--- src/rtl/flash_cmd_pkg.sv ---
package flash_cmd_pkg;

   localparam int CMP_W = 12;

   localparam logic [CMP_W-1:0] LADR_A     = 12'h555;
   localparam logic [CMP_W-1:0] LADR_B     = 12'hAAA;
   localparam logic [CMP_W-1:0] LADR_AMASK = 12'h7FF;

   localparam logic [7:0] KEY_FIRST  = 8'hAA;
   localparam logic [7:0] KEY_SECOND = 8'h55;
   localparam logic [7:0] OP_PROG    = 8'hA0;
   localparam logic [7:0] OP_EGROUP  = 8'h80;
   localparam logic [7:0] OP_IDIN    = 8'h90;
   localparam logic [7:0] OP_IDOUT   = 8'hF0;
   localparam logic [7:0] OP_CHIP    = 8'h10;
   localparam logic [7:0] OP_SECT    = 8'h30;
   localparam logic [7:0] OP_LOCK    = 8'h40;

   typedef enum logic [2:0] {
      S_IDLE, S_KEY1, S_KEY2, S_PDATA, S_GRP3, S_GRP4, S_GRP5
   } seq_state_t;

   typedef enum logic [2:0] {
      C_NONE, C_PROG, C_SECT, C_CHIP, C_LOCK, C_IDIN, C_IDOUT
   } seq_cmd_t;

endpackage

--- src/rtl/flash_cmd_match.sv ---
module flash_cmd_match
   import flash_cmd_pkg::*;
#(
   parameter bit ALIAS_EN = 1'b1
) (
   input  logic [CMP_W-1:0] low_addr,
   output logic             hit_a,
   output logic             hit_b
);

   assign hit_a = (low_addr == LADR_A);

   generate
      if (ALIAS_EN) begin : g_alias
         assign hit_b = ((low_addr & LADR_AMASK) == (LADR_B & LADR_AMASK));
      end else begin : g_exact
         assign hit_b = (low_addr == LADR_B);
      end
   endgenerate

endmodule

--- src/rtl/flash_cmd_fsm.sv ---
module flash_cmd_fsm
   import flash_cmd_pkg::*;
(
   input  logic       clk,
   input  logic       rst_n,
   input  logic       accept,
   input  logic       hit_a,
   input  logic       hit_b,
   input  logic [7:0] data,
   output seq_cmd_t   cmd
);

   seq_state_t st_q, st_d;

   always_comb begin
      st_d = st_q;
      cmd  = C_NONE;
      if (accept) begin
         st_d = S_IDLE;
         if (st_q != S_PDATA && data == OP_IDOUT) begin
            cmd = C_IDOUT;
         end else begin
            unique case (st_q)
               S_IDLE:  if (hit_a && data == KEY_FIRST)  st_d = S_KEY1;
               S_KEY1:  if (hit_b && data == KEY_SECOND) st_d = S_KEY2;
               S_KEY2: begin
                  if (hit_a) begin
                     if (data == OP_PROG)        st_d = S_PDATA;
                     else if (data == OP_EGROUP) st_d = S_GRP3;
                     else if (data == OP_IDIN)   cmd  = C_IDIN;
                  end
               end
               S_PDATA: cmd = C_PROG;
               S_GRP3:  if (hit_a && data == KEY_FIRST)  st_d = S_GRP4;
               S_GRP4:  if (hit_b && data == KEY_SECOND) st_d = S_GRP5;
               S_GRP5: begin
                  if (data == OP_SECT)                cmd = C_SECT;
                  else if (hit_a && data == OP_CHIP)  cmd = C_CHIP;
                  else if (hit_a && data == OP_LOCK)  cmd = C_LOCK;
               end
               default: st_d = S_IDLE;
            endcase
         end
      end
   end

   always_ff @(posedge clk) begin
      if (!rst_n) st_q <= S_IDLE;
      else        st_q <= st_d;
   end

endmodule

--- src/rtl/flash_cmd_seq.sv ---
module flash_cmd_seq
   import flash_cmd_pkg::*;
#(
   parameter int ADDR_W   = 19,
   parameter bit ALIAS_EN = 1'b1
) (
   input  logic              clk,
   input  logic              rst_n,
   input  logic              wr_valid,
   input  logic [ADDR_W-1:0] wr_addr,
   input  logic [7:0]        wr_data,
   input  logic              busy,
   output logic              pgm_start,
   output logic              sec_erase_start,
   output logic              chip_erase_start,
   output logic              lock_start,
   output logic              id_enter,
   output logic              id_exit,
   output logic [ADDR_W-1:0] cmd_addr,
   output logic [7:0]        cmd_data,
   output logic              id_mode
);

   initial begin
      if (ADDR_W < CMP_W) $error("flash_cmd_seq: ADDR_W must be at least %0d", CMP_W);
   end

   logic     accept, hit_a, hit_b;
   seq_cmd_t cmd;

   assign accept = wr_valid && !busy;

   flash_cmd_match #(.ALIAS_EN(ALIAS_EN)) u_match (
      .low_addr (wr_addr[CMP_W-1:0]),
      .hit_a    (hit_a),
      .hit_b    (hit_b)
   );

   flash_cmd_fsm u_fsm (
      .clk    (clk),
      .rst_n  (rst_n),
      .accept (accept),
      .hit_a  (hit_a),
      .hit_b  (hit_b),
      .data   (wr_data),
      .cmd    (cmd)
   );

   always_ff @(posedge clk) begin
      if (!rst_n) begin
         pgm_start        <= 1'b0;
         sec_erase_start  <= 1'b0;
         chip_erase_start <= 1'b0;
         lock_start       <= 1'b0;
         id_enter         <= 1'b0;
         id_exit          <= 1'b0;
         id_mode          <= 1'b0;
         cmd_addr         <= '0;
         cmd_data         <= '0;
      end else begin
         pgm_start        <= (cmd == C_PROG);
         sec_erase_start  <= (cmd == C_SECT);
         chip_erase_start <= (cmd == C_CHIP);
         lock_start       <= (cmd == C_LOCK);
         id_enter         <= (cmd == C_IDIN);
         id_exit          <= (cmd == C_IDOUT);
         if (cmd == C_IDIN)       id_mode <= 1'b1;
         else if (cmd == C_IDOUT) id_mode <= 1'b0;
         if (cmd != C_NONE) begin
            cmd_addr <= wr_addr;
            cmd_data <= wr_data;
         end
      end
   end

endmodule

--- config.mk ---
export PLATFORM = sky130hd
export DESIGN_NAME = flash_cmd_seq
export DESIGN_NICKNAME = d
export VERILOG_FILES = /design/src/rtl/flash_cmd_pkg.sv /design/src/rtl/flash_cmd_match.sv /design/src/rtl/flash_cmd_fsm.sv /design/src/rtl/flash_cmd_seq.sv
export SDC_FILE = /design/constraint.sdc
export NUM_CORES = 1
export LEC_CHECK = 0
export BUFFER_PORTS_ARGS = -buffer_cell sky130_fd_sc_hd__buf_4
export CORE_ASPECT_RATIO = 0.7
export CORE_UTILIZATION = 45
export CTS_BUF_LIST = sky130_fd_sc_hd__clkbuf_16
export CTS_CLUSTER_SIZE = 16
export DETAILED_ROUTE_END_ITERATION = 6
export PLACE_DENSITY = 0.79
export SETUP_SLACK_MARGIN = 0.4
export SLEW_MARGIN = 10
export SYNTH_ARGS = -nofsm -noshare
export SYNTH_HDL_FRONTEND = slang
export SYNTH_SLANG_ARGS = --single-unit
--- constraint.sdc ---
create_clock -name clk -period 2.8 [get_ports clk]
set_clock_uncertainty 0.1 [all_clocks]
set_input_delay 0.28 -clock clk [delete_from_list [all_inputs] [get_ports clk]]
set_output_delay 0.28 -clock clk [all_outputs]
set_load 0.01 [all_outputs]
==> qor.txt, run 1 <==
Area after DPL = 2292 um2
I/O pin cnt = 65
Hold Crit Depth = 3
Max-slew violations = 0
Reg-to-Reg End = cmd_addr[6]
RSZ-0062 raised after global routing = false
Total CTS buffers = 5
Footprint of the multi-input gates = 969.7 um2
Post-synth net total = 243
GRT Residual Overflow = 0
WP data arrival = 2.22 ns
P_leak = 1.231 nW
All-layer global routing usage = 22.82%
Final setup violating endpoints = 0
Die ar. = 4265 um2
Share of cells above drive strength 1 = 28.04%
Clk pwr share = 49.8%
PortBufs = 64
# Post-CTS Setup Buffers = 0
First-pass GRT wire length = 7.231 mm
H-tree depth = 2
WL/cell = 13.84 um
Clock Latency Late Sink = 0.28 ns
Hold WC Path Type = primary input to flop
Combinational Power Share = 7.5%
Sequential power share = 42.7%
Final Critical Period = 2.114 ns
Antenna violations before repair = 0
Synthesized flop and latch total = 37
Synth unique cells = 44
Antenna Cells = 0
DRT Pass-1 Iters = 4
Max-slew headroom = 70.74%
Switch Pwr = 0.2515 mW
Crit path required time = 2.90 ns
Final ANT Viol Nets = 0
Post-synthesis sequential area ratio = 41.11%
Syn Std Cell Area = 1802 um2
Fillers = 323
EDFF count, synth = 0
Synth async-reset ratio = 0%
Max-cap violations = 0
Slew of the pin with the lowest slew margin = 0.4365 ns
Largest net degree at the start of global routing = 48
Worst-path clk slew = 0.05 ns
Root Buffer = clkbuf_16
Vias per inst = 5.246
Core area = 3671 um2
Net Sw Frac = 20.37%
Fin. Hold Viols = 0
Rows = 18
Cells after Synth = 212
Reg-to-Reg Start = u_fsm.st_q[0]
Cts hold-fix bufs = 0
Crit Path Max Fanout = 27
Reg2reg setup slack = 0.69 ns
Int Pwr = 0.9830 mW
Finished Cell Area = 2455 um2
Longest Clk Path Bufs = 2
Hold endpoint = cmd_addr[12]
Critical path class = flop to flop
Routed wire length = 4.443 mm
Vias in the first global route = 1,552
FF-to-FF path depth = 7
Post-CTS Resized = 0
Die height = 54.94 um
Initial drt markers = 95
Max Clk Rate = 473.1 MHz
DR vias = 1,684
Pwr dens = 502.9 nW/um2
# clock sinks = 37
Commonest register cell after synthesis = dfxtp_1
Starting Density = 49.08%
Final nets = 301
FF/Latch Area = 740.7 um2
Area growth from synthesis to layout = 36.25%
DR DRC count = 0
Period utilization = 75.49%
Peak supply drop = 343.7 uV
Syn avg cell area = 8.499 um2
Hold Crit Start = wr_addr[12]
Critical Path Start Type = flop
Worst hold slack = 0.1573 ns
DIE WIDTH = 77.63 um
CTS tree = built
Worst setup EP type = flop
Yosys Warn Count = 0
Setup TNS = 0 ns
Gpl congestion = 0.9073
Status = finished clean
Most frequent cells in the layout = nand2_1, buf_4, dfxtp_1
Detailed-placement wirelength estimate = 3.171 mm
area by class of cell:
class                           instances  share of cell area [%]
Multi-Input combinational cell        157                   39.50
Sequential cell                        37                   30.17
Timing Repair Buffer                   66                   20.69
Clock buffer                            5                   5.097
Tap cell                               50                   2.548
Clock inverter                          3                   1.529
Inverter                                3                  0.4587
worst max path at each step:
stage,start,endpoint,slack (ns),cells after the start
floorplan,u_fsm.st_q[0],cmd_addr[0],0.88,9
global placement,wr_addr[9],cmd_addr[13],0.80,8
detailed placement,u_fsm.st_q[0],cmd_data[6],0.74,7
CTS,u_fsm.st_q[0],cmd_addr[11],0.69,7
global route,u_fsm.st_q[0],cmd_addr[8],0.59,7
finish,u_fsm.st_q[0],cmd_addr[6],0.69,7
worst max-delay path: stages, from the launching register on:
cell	delay, ns
dfxtp_1	0.52
or4b_1	0.19
nand2_1	0.05
a21o_1	0.19
and3_1	0.19
a311oi_4	0.31
buf_12	0.26
mux2i_1	0.22
power by group through the flow:
stage          registers (mW)  logic [mW]  clock network, mW
4_1_cts                 0.527      0.0914              0.625
5_1_grt                 0.527       0.101              0.657
2_1_floorplan           0.539      0.0423                  0
3_5_place_dp            0.538      0.0905                  0
3_3_place_gp            0.538      0.0893                  0
6_report                0.527      0.0923              0.615
per-stage QoR:
stage / setup WS (ns) / power (mW) / std cells / util, %
2_1_floorplan: 0.8789 / 0.5809 / 212 / -
3_3_place_gp: 0.7962 / 0.6278 / 313 / 62.44
3_5_place_dp: 0.7357 / 0.6290 / 313 / 62.44
4_1_cts: 0.6893 / 1.243 / 321 / 66.87
5_1_grt: 0.5947 / 1.285 / 321 / 66.87
6_report: 0.6862 / 1.235 / 321 / 66.87
cells in the mapped netlist (all sizes together) (2+ instances only):
master	number	area share, %
nand4b	2	0.97
nand3	2	0.56
buf	7	3.7
nand2b	2	0.69
and3	2	0.69
inv	2	0.42
nor3	4	1.4
a21o	3	1.2
nor2b	3	1.0
nor4b	2	1.3
nand4	4	1.4
o21ai	5	1.4
nand4bb	2	1.2
clkbuf	8	1.7
nand2	65	14
nor2	11	2.3
dfxtp	37	41
a21oi	5	1.4
mux2i	27	15
sequential cells by signal (all words and copies together) (netlist names):
signal,cells
lock_start,1
u_fsm.st_q,3
id_enter,1
cmd_data,8
id_exit,1
sec_erase_start,1
id_mode,1
chip_erase_start,1
pgm_start,1
cmd_addr,19
cells by family (layout without fill, tap and decap cells):
group                  after synthesis  after routing  synth area share (%)
AO/OA/AOI/OAI                       20             20                 7.223
XOR/XNOR                             1              1                0.4862
buffers and inverters               18             77                 6.041
flip-flops                          37             37                 41.11
multiplexers                        27             27                 15.00
AND/OR/NAND/NOR                    109            109                 30.14
metal layers:
| metal | GRT usage (%) | vias to the layer above | wire length, um |
|---|---|---|---|
| met5 | 0 | - | 0 |
| met1 | 29.82 | 767 | 2140 |
| li1 | - | 843 | - |
| met3 | 7.049 | 4 | 358 |
| met2 | 35.55 | 70 | 1919 |
| met4 | 9.748 | 0 | 25 |
(Power assumes the default switching activity.)
==> inputs of run 2 (changes only) <==
--- a/config.mk
+++ b/config.mk
@@ -7,11 +7,11 @@
 export LEC_CHECK = 0
 export BUFFER_PORTS_ARGS = -buffer_cell sky130_fd_sc_hd__buf_4
 export CORE_ASPECT_RATIO = 0.7
-export CORE_UTILIZATION = 45
+export CORE_UTILIZATION = 44
 export CTS_BUF_LIST = sky130_fd_sc_hd__clkbuf_16
 export CTS_CLUSTER_SIZE = 16
 export DETAILED_ROUTE_END_ITERATION = 6
-export PLACE_DENSITY = 0.79
+export PLACE_DENSITY = 0.8
 export SETUP_SLACK_MARGIN = 0.4
 export SLEW_MARGIN = 10
 export SYNTH_ARGS = -nofsm -noshare
==> constraint.sdc (replaced) <==
create_clock -name clk -period 1.9 [get_ports clk]
set_clock_uncertainty 0.1 [all_clocks]
set_input_delay 0.19 -clock clk [delete_from_list [all_inputs] [get_ports clk]]
set_output_delay 0.19 -clock clk [all_outputs]
set_load 0.01 [all_outputs]
==> run 2 against run 1 <==
Compared with the run above:
- the flow now finishes with violations (negative setup slack)
- via count increased by 7.7%
- clock power increased by 50%
- global-route usage increased by 0.86 points
- die area increased by 2.2%
- flip-flop and latch count unchanged
- sequential share of layout area decreased by 2.7 points
- combinational power increased by 63%
- core utilization increased by 2.4 points
- first-iteration DRC count increased by 17%
- hold slack got worse by 0.11 ns
- routed wire length increased by 9.2%
- worst setup slack got worse by 0.71 ns
- critical endpoint is now cmd_addr[8]
==> qor.txt, run 2 (synthesis gave the netlist of run 1 again) <==
Detailed-placement wirelength estimate = 3.315 mm
Worst setup EP type = flop
Die height = 55.54 um
Worst-path clk slew = 0.06 ns
Crit Path Max Fanout = 8
Clock Latency Late Sink = 0.27 ns
First-pass GRT wire length = 7.886 mm
RSZ-0062 raised after global routing = true
DIE WIDTH = 78.49 um
Peak supply drop = 618.6 uV
Top flop regs = cmd_addr: 19 flops, cmd_data: 8 flops, u_fsm.st_q: 3 flops
WP data arrival = 1.99 ns
Most frequent cells in the layout = buf_4, nand2_1, dfxtp_1
Longest Clk Path Bufs = 2
Critical path class = flop to flop
Final setup violating endpoints = 10
Critical Path Start Type = flop
Cts hold-fix bufs = 0
Share of cells above drive strength 1 = 37.85%
Hold WC Path Type = primary input to flop
Fin. Hold Viols = 0
I/O pin cnt = 65
Max-slew headroom = 71.02%
Routed wire length = 4.852 mm
WL/cell = 14.27 um
CTS tree = built
DR DRC count = 0
DRT Pass-1 Iters = 4
Gpl congestion = 0.8706
Pwr dens = 680.0 nW/um2
# clock sinks = 37
PortBufs = 64
Max FFs per register = 19
Max-slew violations = 0
Initial drt markers = 111
Largest register by flop count = cmd_addr
All-layer global routing usage = 23.67%
Post-place setup slack = -0.08887 ns
Max-cap violations = 0
Vias per inst = 5.332
Total CTS buffers = 5
Die ar. = 4359 um2
Area growth from synthesis to layout = 50.90%
Period utilization = 101.4%
Largest net degree at the start of global routing = 45
P_leak = 1.339 nW
Rows = 19
Failing checks = negative setup slack
Final nets = 318
Core area = 3923 um2
DR vias = 1,813
Slew of the pin with the lowest slew margin = 0.4288 ns
Antenna violations before repair = 0
Core Util, Final = 69.31%
H-tree depth = 2
Final worst-path setup slack = -0.02674 ns
Commonest non-fill, non-tap cell in the layout = buf_4
Max Clk Rate = 519.0 MHz
Antenna Cells = 0
Root Buffer = clkbuf_16
Final Critical Period = 1.927 ns
Starting Density = 45.93%
Final ANT Viol Nets = 0
Crit path required time = 1.97 ns
GRT Residual Overflow = 0
Status = complete, but fails checks
Vias in the first global route = 1,707
[run 2: cell count changes in the layout (fill, tap and decap cells not counted), moves of 2 or more]
cell,change
buf_6,+7
dfxtp_1,-3
nor3_1,-2
buf_4,+7
dfxtp_2,+2
buf_8,+2
[run 2: report_power, final]
part	leakage [nW]	internal [mW]	switching, mW
combinational	0.962	0.0711	0.0790
sequential	0.300	0.775	0.000210
clock	0.0775	0.614	0.310
total	1.34	1.46	0.389
[run 2: per-layer routing]
| layer | track usage (%) | vias up | routed length [um] |
|---|---|---|---|
| met1 | 31.37 | 839 | 2228 |
| li1 | - | 881 | - |
| met2 | 35.09 | 82 | 2111 |
| met5 | 0 | - | 0 |
| met4 | 10.32 | 0 | 89 |
| met3 | 7.769 | 11 | 423 |
[run 2: worst paths after layout]
kind | from | endpoint | slack (ns) | cells after the start
worst max-delay path | u_fsm.st_q[0] | cmd_addr[8] | -0.03 | 8
worst min-delay path | wr_addr[1] | cmd_addr[1] | 0.05 | 3
worst max register to register | u_fsm.st_q[0] | cmd_addr[8] | -0.03 | 8
worst min register to register | cmd_data[4] | cmd_data[4] | 0.36 | 2
[run 2: layout make-up]
| class | instances | area (um2) |
|---|---|---|
| clock buffer | 5 | 125.1 |
| inverter | 3 | 11.26 |
| clock inverter | 3 | 41.29 |
| sequential | 37 | 747.0 |
| fill | 320 | 1204 |
| tap | 52 | 65.06 |
| multi-input combinational | 157 | 1032 |
| timing repair buffer | 83 | 696.9 |
[run 2: repair_timing]
action                     4_1_cts  5_1_grt
resized for setup               15       16
cloned                           2        0
buffers inserted                 4        3
setup endpoints to repair       36       36
pin swaps                        9       10
[run 2: per-stage QoR]
step / total power, mW / std cells / TNS (ns) / instance area [um2] / hold WS (ns)
after detailed placement: 0.9292 / 323 / -0.5227 / 2361 / 0.3540
after floorplan: 0.8565 / 212 / 0 / 1822 / 0.2288
after CTS: 1.850 / 337 / 0 / 2638 / 0.05538
after global routing: 1.921 / 340 / -1.436 / 2719 / 0.05425
final: 1.849 / 340 / -0.07133 / 2719 / 0.05123
after global placement: 0.9284 / 323 / 0 / 2361 / 0.3416
[run 2: worst max-delay path: stages, from the launching register on]
cell      delay, ns
dfxtp_2        0.34
or4b_4         0.49
nand2_2        0.07
a21o_1         0.13
and3_4         0.20
a311oi_4       0.04
buf_6          0.16
buf_12         0.14
mux2i_2        0.14
==> inputs of run 3 (changes only) <==
--- a/config.mk
+++ b/config.mk
@@ -12,6 +12,7 @@
 export CTS_CLUSTER_SIZE = 16
 export DETAILED_ROUTE_END_ITERATION = 6
 export PLACE_DENSITY = 0.8
+export RECOVER_POWER = 25
 export SETUP_SLACK_MARGIN = 0.4
 export SLEW_MARGIN = 10
 export SYNTH_ARGS = -nofsm -noshare
==> run 3 against run 2 <==
Compared with the run above:
- critical path type unchanged
- clock-buffer cell count stayed put
- the flow still finishes with violations (negative setup slack)
- combinational power about the same
- sequential power about the same
- die area is the same
- clock power about the same
==> qor.txt, run 3 (synthesis gave the netlist of run 1 again) <==
Slew of the pin with the lowest slew margin = 0.4010 ns
Top flop regs = cmd_addr: 19 flops, cmd_data: 8 flops, u_fsm.st_q: 3 flops
DIE WIDTH = 78.49 um
Hold Crit Start = wr_addr[1]
Reg-to-Reg End = cmd_addr[8]
Fillers = 322
Max-cap violations = 0
Final nets = 318
PortBufs = 64
# clock sinks = 37
Post-place setup slack = -0.08887 ns
Core area = 3923 um2
Max Clk Rate = 519.3 MHz
CTS tree = built
Root Buffer = clkbuf_16
Area growth from synthesis to layout = 48.82%
H-tree depth = 2
Status = complete, but fails checks
Largest register by flop count = cmd_addr
Crit path required time = 1.97 ns
Highest routing layer actually used = met4
Vias in the first global route = 1,707
Die ar. = 4359 um2
DR vias = 1,809
Pwr dens = 688.9 nW/um2
Setup TNS = -0.05664 ns
Worst setup EP type = flop
DRT Pass-1 Iters = 4
Routed wire length = 4.855 mm
WL/cell = 14.28 um
Reg2reg setup slack = -0.03 ns
Initial drt markers = 103
Gpl congestion = 0.8706
All-layer global routing usage = 23.67%
Clock Latency Late Sink = 0.27 ns
Rows = 19
Starting Density = 45.93%
Footprint of the multi-input gates = 1032 um2
P_leak = 1.297 nW
Hold Crit Depth = 3
Fin. Hold Viols = 0
Final setup violating endpoints = 7
RSZ-0062 raised after global routing = true
Detail Route met3 WL = 421 um
Max-slew violations = 0
Worst-path clk slew = 0.06 ns
Vias per inst = 5.321
Commonest non-fill, non-tap cell in the layout = nand2_1
First-pass GRT wire length = 7.886 mm
WL met1 = 2.235 mm
Period utilization = 101.4%
Largest net degree at the start of global routing = 45
Cts hold-fix bufs = 0
Die height = 55.54 um
Failing checks = negative setup slack
Antenna violations before repair = 0
Crit Path Max Fanout = 8
Longest Clk Path Bufs = 2
Max-slew headroom = 72.90%
Non-filler cells, final = 340
Reg-to-Reg Start = u_fsm.st_q[0]
Share of cells above drive strength 1 = 34.38%
Final worst-path setup slack = -0.02570 ns
I/O pin cnt = 65
Critical path class = flop to flop
GRT Residual Overflow = 0
Final ANT Viol Nets = 0
Metal2 WL = 2.100 mm
Most frequent cells in the layout = nand2_1, buf_4, dfxtp_1
Critical Path Start Type = flop
Detailed-placement wirelength estimate = 3.315 mm
Hold WC Path Type = primary input to flop
FF/Latch Area = 747.0 um2
WP data arrival = 1.99 ns
Worst hold slack = 0.05227 ns
DR DRC count = 0
Antenna Cells = 0
Hold endpoint = cmd_addr[1]
Total CTS buffers = 5
FF-to-FF path depth = 8
Max FFs per register = 19
Peak supply drop = 618.5 uV
Placed Cells = 323
Final Critical Period = 1.926 ns
run 3: final cells by class:
cell class | instances | share of cell area (%)
clock inverter | 3 | 1.540
tap | 52 | 2.427
clock buffer | 5 | 4.666
timing repair buffer | 83 | 24.59
multi-input combinational | 157 | 38.50
sequential | 37 | 27.86
inverter | 3 | 0.4200
run 3: how the worst max path moves through the flow:
stage | startpoint | endpoint | cells past startpoint
after global placement | u_fsm.st_q[1] | cmd_addr[12] | 7
after global routing | u_fsm.st_q[0] | cmd_addr[8] | 8
after CTS | u_fsm.st_q[0] | cmd_data[6] | 8
after detailed placement | u_fsm.st_q[1] | cmd_addr[16] | 7
after floorplan | u_fsm.st_q[0] | cmd_addr[0] | 9
final | u_fsm.st_q[0] | cmd_addr[8] | 8
run 3: critical path, stage by stage (launching register included):
cell,delay (ns)
dfxtp_2,0.34
or4b_4,0.49
nand2_2,0.07
a21o_1,0.13
and3_4,0.20
a311oi_4,0.04
buf_6,0.16
buf_12,0.14
mux2i_2,0.14
run 3: power by group:
part / internal, mW / switching [mW] / total (mW) / leakage (nW)
combinational: 0.0711 / 0.0789 / 0.150 / 0.919
clock: 0.614 / 0.308 / 0.922 / 0.0775
sequential: 0.775 / 0.000208 / 0.775 / 0.300
run 3: layer usage:
layer / vias to the layer above / global-route usage [%]
met3: 16 / 7.769
li1: 882 / -
met4: 0 / 10.32
met1: 826 / 31.37
met5: - / 0
met2: 85 / 35.09
run 3: through the flow:
step                      instance area [um2]  power (mW)  util [%]
after floorplan                          1822      0.8565         -
after CTS                                2638       1.850     67.24
after global routing                     2681       1.921     68.36
final                                    2681       1.847     68.36
after detailed placement                 2361      0.9292     60.19
after global placement                   2361      0.9284     60.19
run 3: what timing repair did:
action,in CTS,in global routing
cloned,2,0
buffers inserted,4,3
gates resized for setup,15,16
pin swaps,9,10
setup endpoints to repair,36,36
